$ cat src/rtl/pkt_mon_pkg.sv
// Package: shared types for the packet sequence loss monitor.
// Assumes nothing beyond IEEE 1800-2017 enums.
package pkt_mon_pkg;

    // Classification of one accepted header against the tracked sequence.
    typedef enum logic [2:0] {
        CLS_IDLE     = 3'd0,  // no header accepted this cycle
        CLS_FIRST    = 3'd1,  // first header after reset or clear
        CLS_INORDER  = 3'd2,  // exactly the expected packet
        CLS_SKIP     = 3'd3,  // same frame, packets skipped
        CLS_NEWFRAME = 3'd4,  // a different frame number appeared
        CLS_OOO      = 3'd5   // same frame, number behind expectation
    } hdr_class_e;

endpackage

$ cat src/rtl/pkt_sat_counter.sv
// Module: pkt_sat_counter
// Adds an unsigned increment to a counter each cycle and stops at the
// all-ones value instead of wrapping. A synchronous clear or reset zeroes it.
// Assumes the increment is zero in cycles with nothing to count.
module pkt_sat_counter #(
    parameter int CNT_W = 16,
    parameter int INC_W = 8
) (
    input  logic             clk,
    input  logic             rst_n,
    input  logic             clr,
    input  logic [INC_W-1:0] inc,
    output logic [CNT_W-1:0] cnt
);
    localparam int SUM_W = ((CNT_W > INC_W) ? CNT_W : INC_W) + 1;
    localparam logic [CNT_W-1:0] CNT_MAX = {CNT_W{1'b1}};

    logic [CNT_W-1:0] cnt_q;
    logic [SUM_W-1:0] sum;

    // Wide sum so that an overflow is visible before it is clipped.
    assign sum = SUM_W'(cnt_q) + SUM_W'(inc);

    // Counter register: clear wins, otherwise clipped accumulation.
    always_ff @(posedge clk) begin
        if (!rst_n || clr) begin
            cnt_q <= '0;
        end else if (sum > SUM_W'(CNT_MAX)) begin
            cnt_q <= CNT_MAX;
        end else begin
            cnt_q <= sum[CNT_W-1:0];
        end
    end

    assign cnt = cnt_q;

    // a full counter stays full unless cleared.
    p_sat_hold_r8: assert property (@(posedge clk) disable iff (!rst_n)
        (!clr && cnt_q == CNT_MAX) |=> cnt_q == CNT_MAX);

    // the count never goes down without a clear.
    p_monotonic_r8: assert property (@(posedge clk) disable iff (!rst_n)
        !clr |=> cnt_q >= $past(cnt_q));

    // a clear leaves the counter at zero.
    p_clear_r9: assert property (@(posedge clk) disable iff (!rst_n)
        clr |=> cnt_q == '0);

endmodule

$ cat src/rtl/pkt_seq_tracker.sv
// Module: pkt_seq_tracker
// Holds the expected frame and packet numbers and classifies every
// accepted header. Produces per-header increments for the loss counters
// and registered one-cycle loss and out-of-order pulses.
// Assumes hdr_pkt is always below PKTS_PER_FRAME, and that
// PKTS_PER_FRAME < 2**PKT_W so that the expected value fits PKT_W+1 bits.
module pkt_seq_tracker
    import pkt_mon_pkg::*;
#(
    parameter int FRAME_W        = 16,
    parameter int PKT_W          = 9,
    parameter int PKTS_PER_FRAME = 270
) (
    input  logic               clk,
    input  logic               rst_n,
    input  logic               clr,
    input  logic               hdr_valid,
    input  logic [FRAME_W-1:0] hdr_frame,
    input  logic [PKT_W-1:0]   hdr_pkt,
    output logic [PKT_W:0]     pkt_inc,
    output logic [FRAME_W-1:0] frm_inc,
    output logic               rx_inc,
    output logic               loss_q,
    output logic               ooo_q
);
    localparam logic [PKT_W:0] PKTS_V = PKTS_PER_FRAME[PKT_W:0];

    logic               armed_q;
    logic [FRAME_W-1:0] frame_q;
    logic [PKT_W:0]     exp_q;
    logic [PKT_W:0]     pkt_ext;
    logic [FRAME_W-1:0] frame_diff;
    hdr_class_e         cls;

    assign pkt_ext    = {1'b0, hdr_pkt};
    assign frame_diff = hdr_frame - frame_q;

    // Classify the header and derive the counter increments.
    always_comb begin
        cls     = CLS_IDLE;
        pkt_inc = '0;
        frm_inc = '0;
        rx_inc  = 1'b0;
        if (hdr_valid && !clr) begin
            if (!armed_q) begin
                cls    = CLS_FIRST;
                rx_inc = 1'b1;
            end else if (frame_diff == '0) begin
                if (pkt_ext == exp_q) begin
                    cls = CLS_INORDER;
                end else if (pkt_ext > exp_q) begin
                    cls     = CLS_SKIP;
                    pkt_inc = pkt_ext - exp_q;
                end else begin
                    cls = CLS_OOO;
                end
            end else begin
                cls     = CLS_NEWFRAME;
                rx_inc  = 1'b1;
                pkt_inc = (PKTS_V - exp_q) + pkt_ext;
                frm_inc = frame_diff - FRAME_W'(1);
            end
        end
    end

    // Tracking state: re-armed by clear, untouched by out-of-order headers.
    always_ff @(posedge clk) begin
        if (!rst_n || clr) begin
            armed_q <= 1'b0;
            frame_q <= '0;
            exp_q   <= '0;
        end else if (cls != CLS_IDLE && cls != CLS_OOO) begin
            armed_q <= 1'b1;
            frame_q <= hdr_frame;
            exp_q   <= pkt_ext + 1'b1;
        end
    end

    // Event pulses, one cycle after the accepting edge.
    always_ff @(posedge clk) begin
        if (!rst_n || clr) begin
            loss_q <= 1'b0;
            ooo_q  <= 1'b0;
        end else begin
            loss_q <= (cls == CLS_SKIP) ||
                      (cls == CLS_NEWFRAME && (pkt_inc != '0 || frm_inc != '0));
            ooo_q  <= (cls == CLS_OOO);
        end
    end

    // the first header after reset or clear never signals an event.
    p_first_quiet_r2: assert property (@(posedge clk) disable iff (!rst_n)
        (hdr_valid && !clr && !armed_q) |=> (!loss_q && !ooo_q));

    // a loss pulse always follows an accepted header.
    p_loss_cause_r4: assert property (@(posedge clk) disable iff (!rst_n)
        loss_q |-> $past(hdr_valid && !clr));

    // a header is either a loss or out of order, never both.
    p_pulse_excl_r7: assert property (@(posedge clk) disable iff (!rst_n)
        !(loss_q && ooo_q));

    // an out-of-order header leaves the expected packet number alone.
    p_ooo_keeps_exp_r7: assert property (@(posedge clk) disable iff (!rst_n)
        ooo_q |-> $stable(exp_q));

endmodule

$ cat src/rtl/pkt_seq_monitor.sv
// Module: pkt_seq_monitor (top)
// Watches packet headers carrying a frame number and an in-frame packet
// number. It counts missing packets within frames that arrived, frames
// that are missing completely, and frames received. All counters saturate.
// Assumes one header at most per cycle and packet numbers below
// PKTS_PER_FRAME. Frame distance is taken modulo 2**FRAME_W.
module pkt_seq_monitor
    import pkt_mon_pkg::*;
#(
    parameter int FRAME_W        = 16,
    parameter int PKT_W          = 9,
    parameter int PKTS_PER_FRAME = 270,
    parameter int CNT_W          = 32
) (
    input  logic               clk,
    input  logic               rst_n,
    input  logic               clr,
    input  logic               hdr_valid,
    input  logic [FRAME_W-1:0] hdr_frame,
    input  logic [PKT_W-1:0]   hdr_pkt,
    output logic [CNT_W-1:0]   lost_pkt_cnt,
    output logic [CNT_W-1:0]   lost_frame_cnt,
    output logic [CNT_W-1:0]   rx_frame_cnt,
    output logic               loss_pulse,
    output logic               ooo_pulse
);
    localparam int PINC_W = PKT_W + 1;

    logic [PINC_W-1:0]  pkt_inc;
    logic [FRAME_W-1:0] frm_inc;
    logic               rx_inc;

    // Sequence tracking and header classification.
    pkt_seq_tracker #(
        .FRAME_W        (FRAME_W),
        .PKT_W          (PKT_W),
        .PKTS_PER_FRAME (PKTS_PER_FRAME)
    ) tracker_i (
        .clk       (clk),
        .rst_n     (rst_n),
        .clr       (clr),
        .hdr_valid (hdr_valid),
        .hdr_frame (hdr_frame),
        .hdr_pkt   (hdr_pkt),
        .pkt_inc   (pkt_inc),
        .frm_inc   (frm_inc),
        .rx_inc    (rx_inc),
        .loss_q    (loss_pulse),
        .ooo_q     (ooo_pulse)
    );

    // Partial packet losses.
    pkt_sat_counter #(.CNT_W(CNT_W), .INC_W(PINC_W)) lost_pkt_i (
        .clk (clk), .rst_n (rst_n), .clr (clr),
        .inc (pkt_inc), .cnt (lost_pkt_cnt)
    );

    // Frames with nothing received.
    pkt_sat_counter #(.CNT_W(CNT_W), .INC_W(FRAME_W)) lost_frame_i (
        .clk (clk), .rst_n (rst_n), .clr (clr),
        .inc (frm_inc), .cnt (lost_frame_cnt)
    );

    // Frames with at least one packet.
    pkt_sat_counter #(.CNT_W(CNT_W), .INC_W(1)) rx_frame_i (
        .clk (clk), .rst_n (rst_n), .clr (clr),
        .inc (rx_inc), .cnt (rx_frame_cnt)
    );

    // an out-of-order header moves no counter.
    p_ooo_no_count_r7: assert property (@(posedge clk) disable iff (!rst_n)
        ooo_pulse |-> ($stable(lost_pkt_cnt) && $stable(lost_frame_cnt) &&
                       $stable(rx_frame_cnt)));

    // complete frame losses only grow together with a received frame.
    p_frame_loss_new_r6: assert property (@(posedge clk) disable iff (!rst_n)
        (!$past(clr) && lost_frame_cnt != $past(lost_frame_cnt)) |->
            (rx_frame_cnt != $past(rx_frame_cnt) || &rx_frame_cnt));

endmodule

$ cat config.mk
export PLATFORM = sky130hd
export DESIGN_NAME = pkt_seq_monitor
export DESIGN_NICKNAME = d
export VERILOG_FILES = /design/src/rtl/pkt_mon_pkg.sv /design/src/rtl/pkt_sat_counter.sv /design/src/rtl/pkt_seq_tracker.sv /design/src/rtl/pkt_seq_monitor.sv
export SDC_FILE = /design/constraint.sdc
export NUM_CORES = 1
export LEC_CHECK = 0
export ABC_CLOCK_PERIOD_IN_PS = 17500
export BUFFER_PORTS_ARGS = -buffer_cell sky130_fd_sc_hd__clkbuf_2
export CAP_MARGIN = 20
export CORE_MARGIN = 5
export CORE_UTILIZATION = 45
export CTS_CLUSTER_DIAMETER = 30
export CTS_CLUSTER_SIZE = 12
export DETAILED_ROUTE_END_ITERATION = 10
export GPL_TIMING_DRIVEN = 1
export PLACE_DENSITY = 0.65
export SLEW_MARGIN = 20
export SYNTH_ARGS = -nofsm -noshare
export SYNTH_HDL_FRONTEND = slang
export SYNTH_SLANG_ARGS = --single-unit
$ cat constraint.sdc
create_clock -name clk -period 17.5 [get_ports clk]
set_input_delay 0.875 -clock clk [delete_from_list [all_inputs] [get_ports clk]]
set_output_delay 0.875 -clock clk [all_outputs]
set_load 0.02 [all_outputs]
==> flow_summary_export.csv <==
group,metric,value,unit
setup_path,crit_path_start_kind,"input port",
setup_path,regToRegStartpoint,"tracker_i.frame_q[0]",
placed_design,portBuffers,126,
clock_tree,cts_tree,"built",
sta,rsz0062_at_grt,"no",
setup_path,slowest_delay,0.79,ns
detailed_routing,vias,7647,
cells_and_area,layout-drive-gt1-share,0.1743,
clock_tree,cts_made_buffers,17,
clock_tree,h-tree-depth,4,
setup_path,rrSetupSlack,10.54,ns
power,p_sw_frac,0.2811,
sta,fin_crit,7.205,ns
detailed_routing,first_pass_iters,5,
min_path,hold_start,"tracker_i.frame_q[0]",
sta,finalSetupTns,0,ns
detailed_routing,wl_per_cell,15.11,um
cells_and_area,final_util,0.5332,
power,total_power,773.2,uW
detailed_routing,drtIter0Drc,408,
die,die_w,148.0,um
detailed_routing,ant_nets,0,
logic_synthesis,synth_edf_count,0,
logic_synthesis,synthFlopType,"dfxtp_1",
min_path,hp-class,"reg2reg",
cells_and_area,diodes,0,
die,ios,127,
sta,timing.fmax,138.8,MHz
die,dieHeight,148.0,um
global_route,grt_pass1_vias,7345,
sta,setup_viol,0,
cells_and_area,nets,1251,
clock_tree,clock_sinks,125,
die,dieArea,0.02190,sq mm
clock_tree,cts_hold_buf,0,
setup_path,path_class,"in2reg",
detailed_routing,viasPerCell,5.490,
power,power.internal,555.9,uW
setup_path,reg2reg_to,"lost_pkt_i.cnt[21]",
setup_path,endpoint_kind,"register",
setup_path,crit_path_frequent_cell,"a21oi_1",
setup_path,path_cells,"clkbuf_2 > inv_1 > ha_1 > inv_1 > fa_1 > a21o_1 > a221oi_4 > a21oi_1 > xnor2_1 > o21ai_1 > or4b_1 > or3_1 > nand2_1 > o22ai_1 > ha_1 > a21oi_1 > o21bai_1 > a21oi_1 > o21a_1 > o21ai_1 > nand3_1 > and4_1 > nor3_1",
logic_synthesis,syn_inst,1036,
detailed_routing,wirelength,21050,um
logic_synthesis,mappedNetlistArea,0.008569,sq mm
sta,tightest_slew,0.9044,ns
setup_path,reg2reg_depth,21,
logic_synthesis,ys_seq_elements,125,
global_route,grt_overflow,0,
min_path,min_path_cells,2,
sta,slew_viol_final,0,
job,maxCapViolations,0,
sta,relSlewSlack,0.3954,
cells_and_area,final_cell_count_no_fill,1393,
power,pwr-share-comb,0.135,
logic_synthesis,syn_nets,1141,
global_route,grt_pass1_wl,35450,um
clock_tree,clk_path_buf_depth,2,
global_route,antenna_found_initial,0,
placed_design,place_congestion,0.8837,
setup_path,cp_data_required_time,17.84,ns
sta,finalCritPeriodShare,0.4117,
power,clkPwrFrac,0.492,
global_route,grt.total_usage,0.1931,
power,p_leak,0.004162,uW
die,initial_core_util,0.4581,
cells_and_area,nFillCells,1812,
clock_tree,cts_resized,0,
setup_path,cp_max_fo,24,
run_status,outcome,"completed",
logic_synthesis,syn_area_per_cell,8.272,sq um
logic_synthesis,yosysWarnings,0,
power,power_density,77.52,mW/mm^2
setup_path,crit_start,"hdr_frame[0]",
sta,skew,0.01467,ns
power,switching_power,217.3,uW
sta,final_hold_viol_count,0,
clock_tree,clk_pin_slew_worst_paths,0.06,ns
die,core_area,0.01871,sq mm
global_route,grt_max_degree,77,
setup_path,worst-path-buf-inv,3,
detailed_routing,drc,0,
setup_path,slowest_stage,"nand3_1",
sta,hold-worst-slack,0.4708,ns
placed_design,dp_hpwl,15810,um
cells_and_area,area_delta_synth_final,16.40,%
clock_tree,postCtsSetupRepairBufs,0,
setup_path,crit_family,"simple AND/OR/NAND/NOR gates",
power,power_frac_seq,0.372,
die,row_count,50,
setup_path,cp_data_arrival_time,7.55,ns
logic_synthesis,async_reset_ff_frac,0,
clock_tree,clk_latency,0.43,ns
power,vdd_ir_drop_max,0.07272,mV
placed_design,placed_cells,1361,
logic_synthesis,netlist-cell-type-count,61,
logic_synthesis,ys_seq_area_frac,0.2920,
clock_tree,cts-root-buf,"clkbuf_16",
min_path,min_to,"tracker_i.frame_q[0]",
[final cells by class]
type	instances	area, sq um	share of cell area
clock inverters	15	203.9	0.02045
multi-input cells	804	5642	0.5656
inverters	70	262.8	0.02634
flip-flops and latches	125	2502	0.2509
clock buffers	17	425.4	0.04265
well taps	234	292.8	0.02935
repair buffers	128	645.6	0.06473
[metal layers]
metal	track usage	part of all wire	vias to the layer above
met2	0.3149	0.47	127
met1	0.2584	0.48	3566
li1	-	-	3921
met3	0.03433	0.030	33
met5	0	0	-
met4	0.06605	0.023	0
[per-stage QoR]
stage | instance area (sq um) | worst slack (ns)
finish | 9975 | 10.30
global route | 9975 | 9.780
CTS | 9970 | 10.38
detailed placement | 9340 | 9.955
global placement | 9340 | 10.19
floorplan | 8569 | 10.95
[worst reg2reg max path: stages (launching register included)]
cell	delay, ns
dfxtp_1	0.34
ha_1	0.17
inv_1	0.05
fa_1	0.42
a21o_1	0.25
a221oi_4	0.33
a21oi_1	0.19
xnor2_1	0.30
o21ai_1	0.26
or4b_1	0.64
or3_1	0.52
nand2_1	0.45
o22ai_1	0.20
ha_1	0.32
a21oi_1	0.09
o21bai_1	0.13
a21oi_1	0.12
o21a_1	0.20
o21ai_1	0.44
nand3_1	0.79
and4_1	0.53
nor3_1	0.14
[cell usage after synthesis, types with 4 or more instances]
cell type / number / share of area
o21ai_1: 6 / 0.0035
buf_6: 5 / 0.0066
a211oi_1: 6 / 0.0053
clkbuf_1: 26 / 0.011
a31oi_1: 13 / 0.0095
o22ai_1: 4 / 0.0029
mux2i_1: 8 / 0.0093
o21ai_0: 23 / 0.013
a21oi_1: 123 / 0.072
o211ai_1: 6 / 0.0053
xor2_1: 59 / 0.060
nor3_1: 23 / 0.013
inv_1: 70 / 0.031
nand2b_1: 8 / 0.0058
and2_1: 10 / 0.0073
a211oi_2: 8 / 0.012
dfxtp_1: 125 / 0.29
nand4_1: 22 / 0.016
xnor2_1: 56 / 0.057
nor2_1: 80 / 0.035
or3_1: 8 / 0.0058
o21bai_1: 12 / 0.011
o211a_1: 4 / 0.0047
ha_1: 67 / 0.098
or4_1: 4 / 0.0035
buf_1: 4 / 0.0018
nand3_1: 44 / 0.026
a21o_1: 19 / 0.017
nor2b_1: 6 / 0.0044
and4_1: 5 / 0.0051
or2_2: 10 / 0.0073
nand2_1: 57 / 0.025
a311oi_1: 5 / 0.0051
o31ai_2: 15 / 0.022
o21a_1: 11 / 0.0096
o31ai_1: 5 / 0.0044
fa_1: 9 / 0.021
and3_1: 33 / 0.024
nor4_1: 7 / 0.0051
[power groups by stage]
stage	clock, uW	sequential, uW	combinational, uW
2_1_floorplan	0	295	78.0
3_3_place_gp	0	294	102
3_5_place_dp	0	294	103
4_1_cts	389	288	104
5_1_grt	402	288	116
6_report	381	288	104
[how the worst max path moves through the flow]
stage	to	cells after the start
after floorplan	lost_frame_i.cnt[5]	28
after global placement	lost_pkt_i.cnt[21]	23
after detailed placement	lost_pkt_i.cnt[21]	23
after CTS	lost_pkt_i.cnt[21]	23
after global routing	lost_pkt_i.cnt[21]	23
final	lost_pkt_i.cnt[21]	23
[sequential cells by signal, indices dropped and copies added (netlist names)]
| name | count |
|---|---|
| lost_frame_i.cnt | 32 |
| lost_pkt_i.cnt | 32 |
| rx_frame_i.cnt | 32 |
| tracker_i.armed_q | 1 |
| tracker_i.exp_q | 10 |
| tracker_i.frame_q | 16 |
| tracker_i.loss_q | 1 |
| tracker_i.ooo_q | 1 |
[placed cells by master (no fill, tap or decap), types with 13 or more instances in the layout]
cell type | Yosys | layout
clkbuf_2 | 0 | 126
dfxtp_1 | 125 | 125
a21oi_1 | 123 | 123
nor2_1 | 80 | 80
inv_1 | 70 | 70
ha_1 | 67 | 67
xor2_1 | 59 | 59
nand2_1 | 57 | 57
xnor2_1 | 56 | 56
nand3_1 | 44 | 44
and3_1 | 33 | 33
nor3_1 | 23 | 23
o21ai_0 | 23 | 22
nand4_1 | 22 | 22
a21o_1 | 19 | 19
clkbuf_16 | 0 | 17
o31ai_2 | 15 | 15
a31oi_1 | 13 | 13
[cells by family (layout without fill, tap and decap cells)]
kind of cell / after synthesis / after routing / synth area share
and+or+nand+nor: 325 / 325 / 0.1911
AOI/OAI and AO/OA: 279 / 279 / 0.2183
DFF: 125 / 125 / 0.2920
xor gates and xnor gates: 115 / 115 / 0.1175
buffers and inverters: 107 / 230 / 0.05154
adders and majority gates: 76 / 76 / 0.1188
muxes: 9 / 9 / 0.01066
Power figures use the tool's default switching activity.
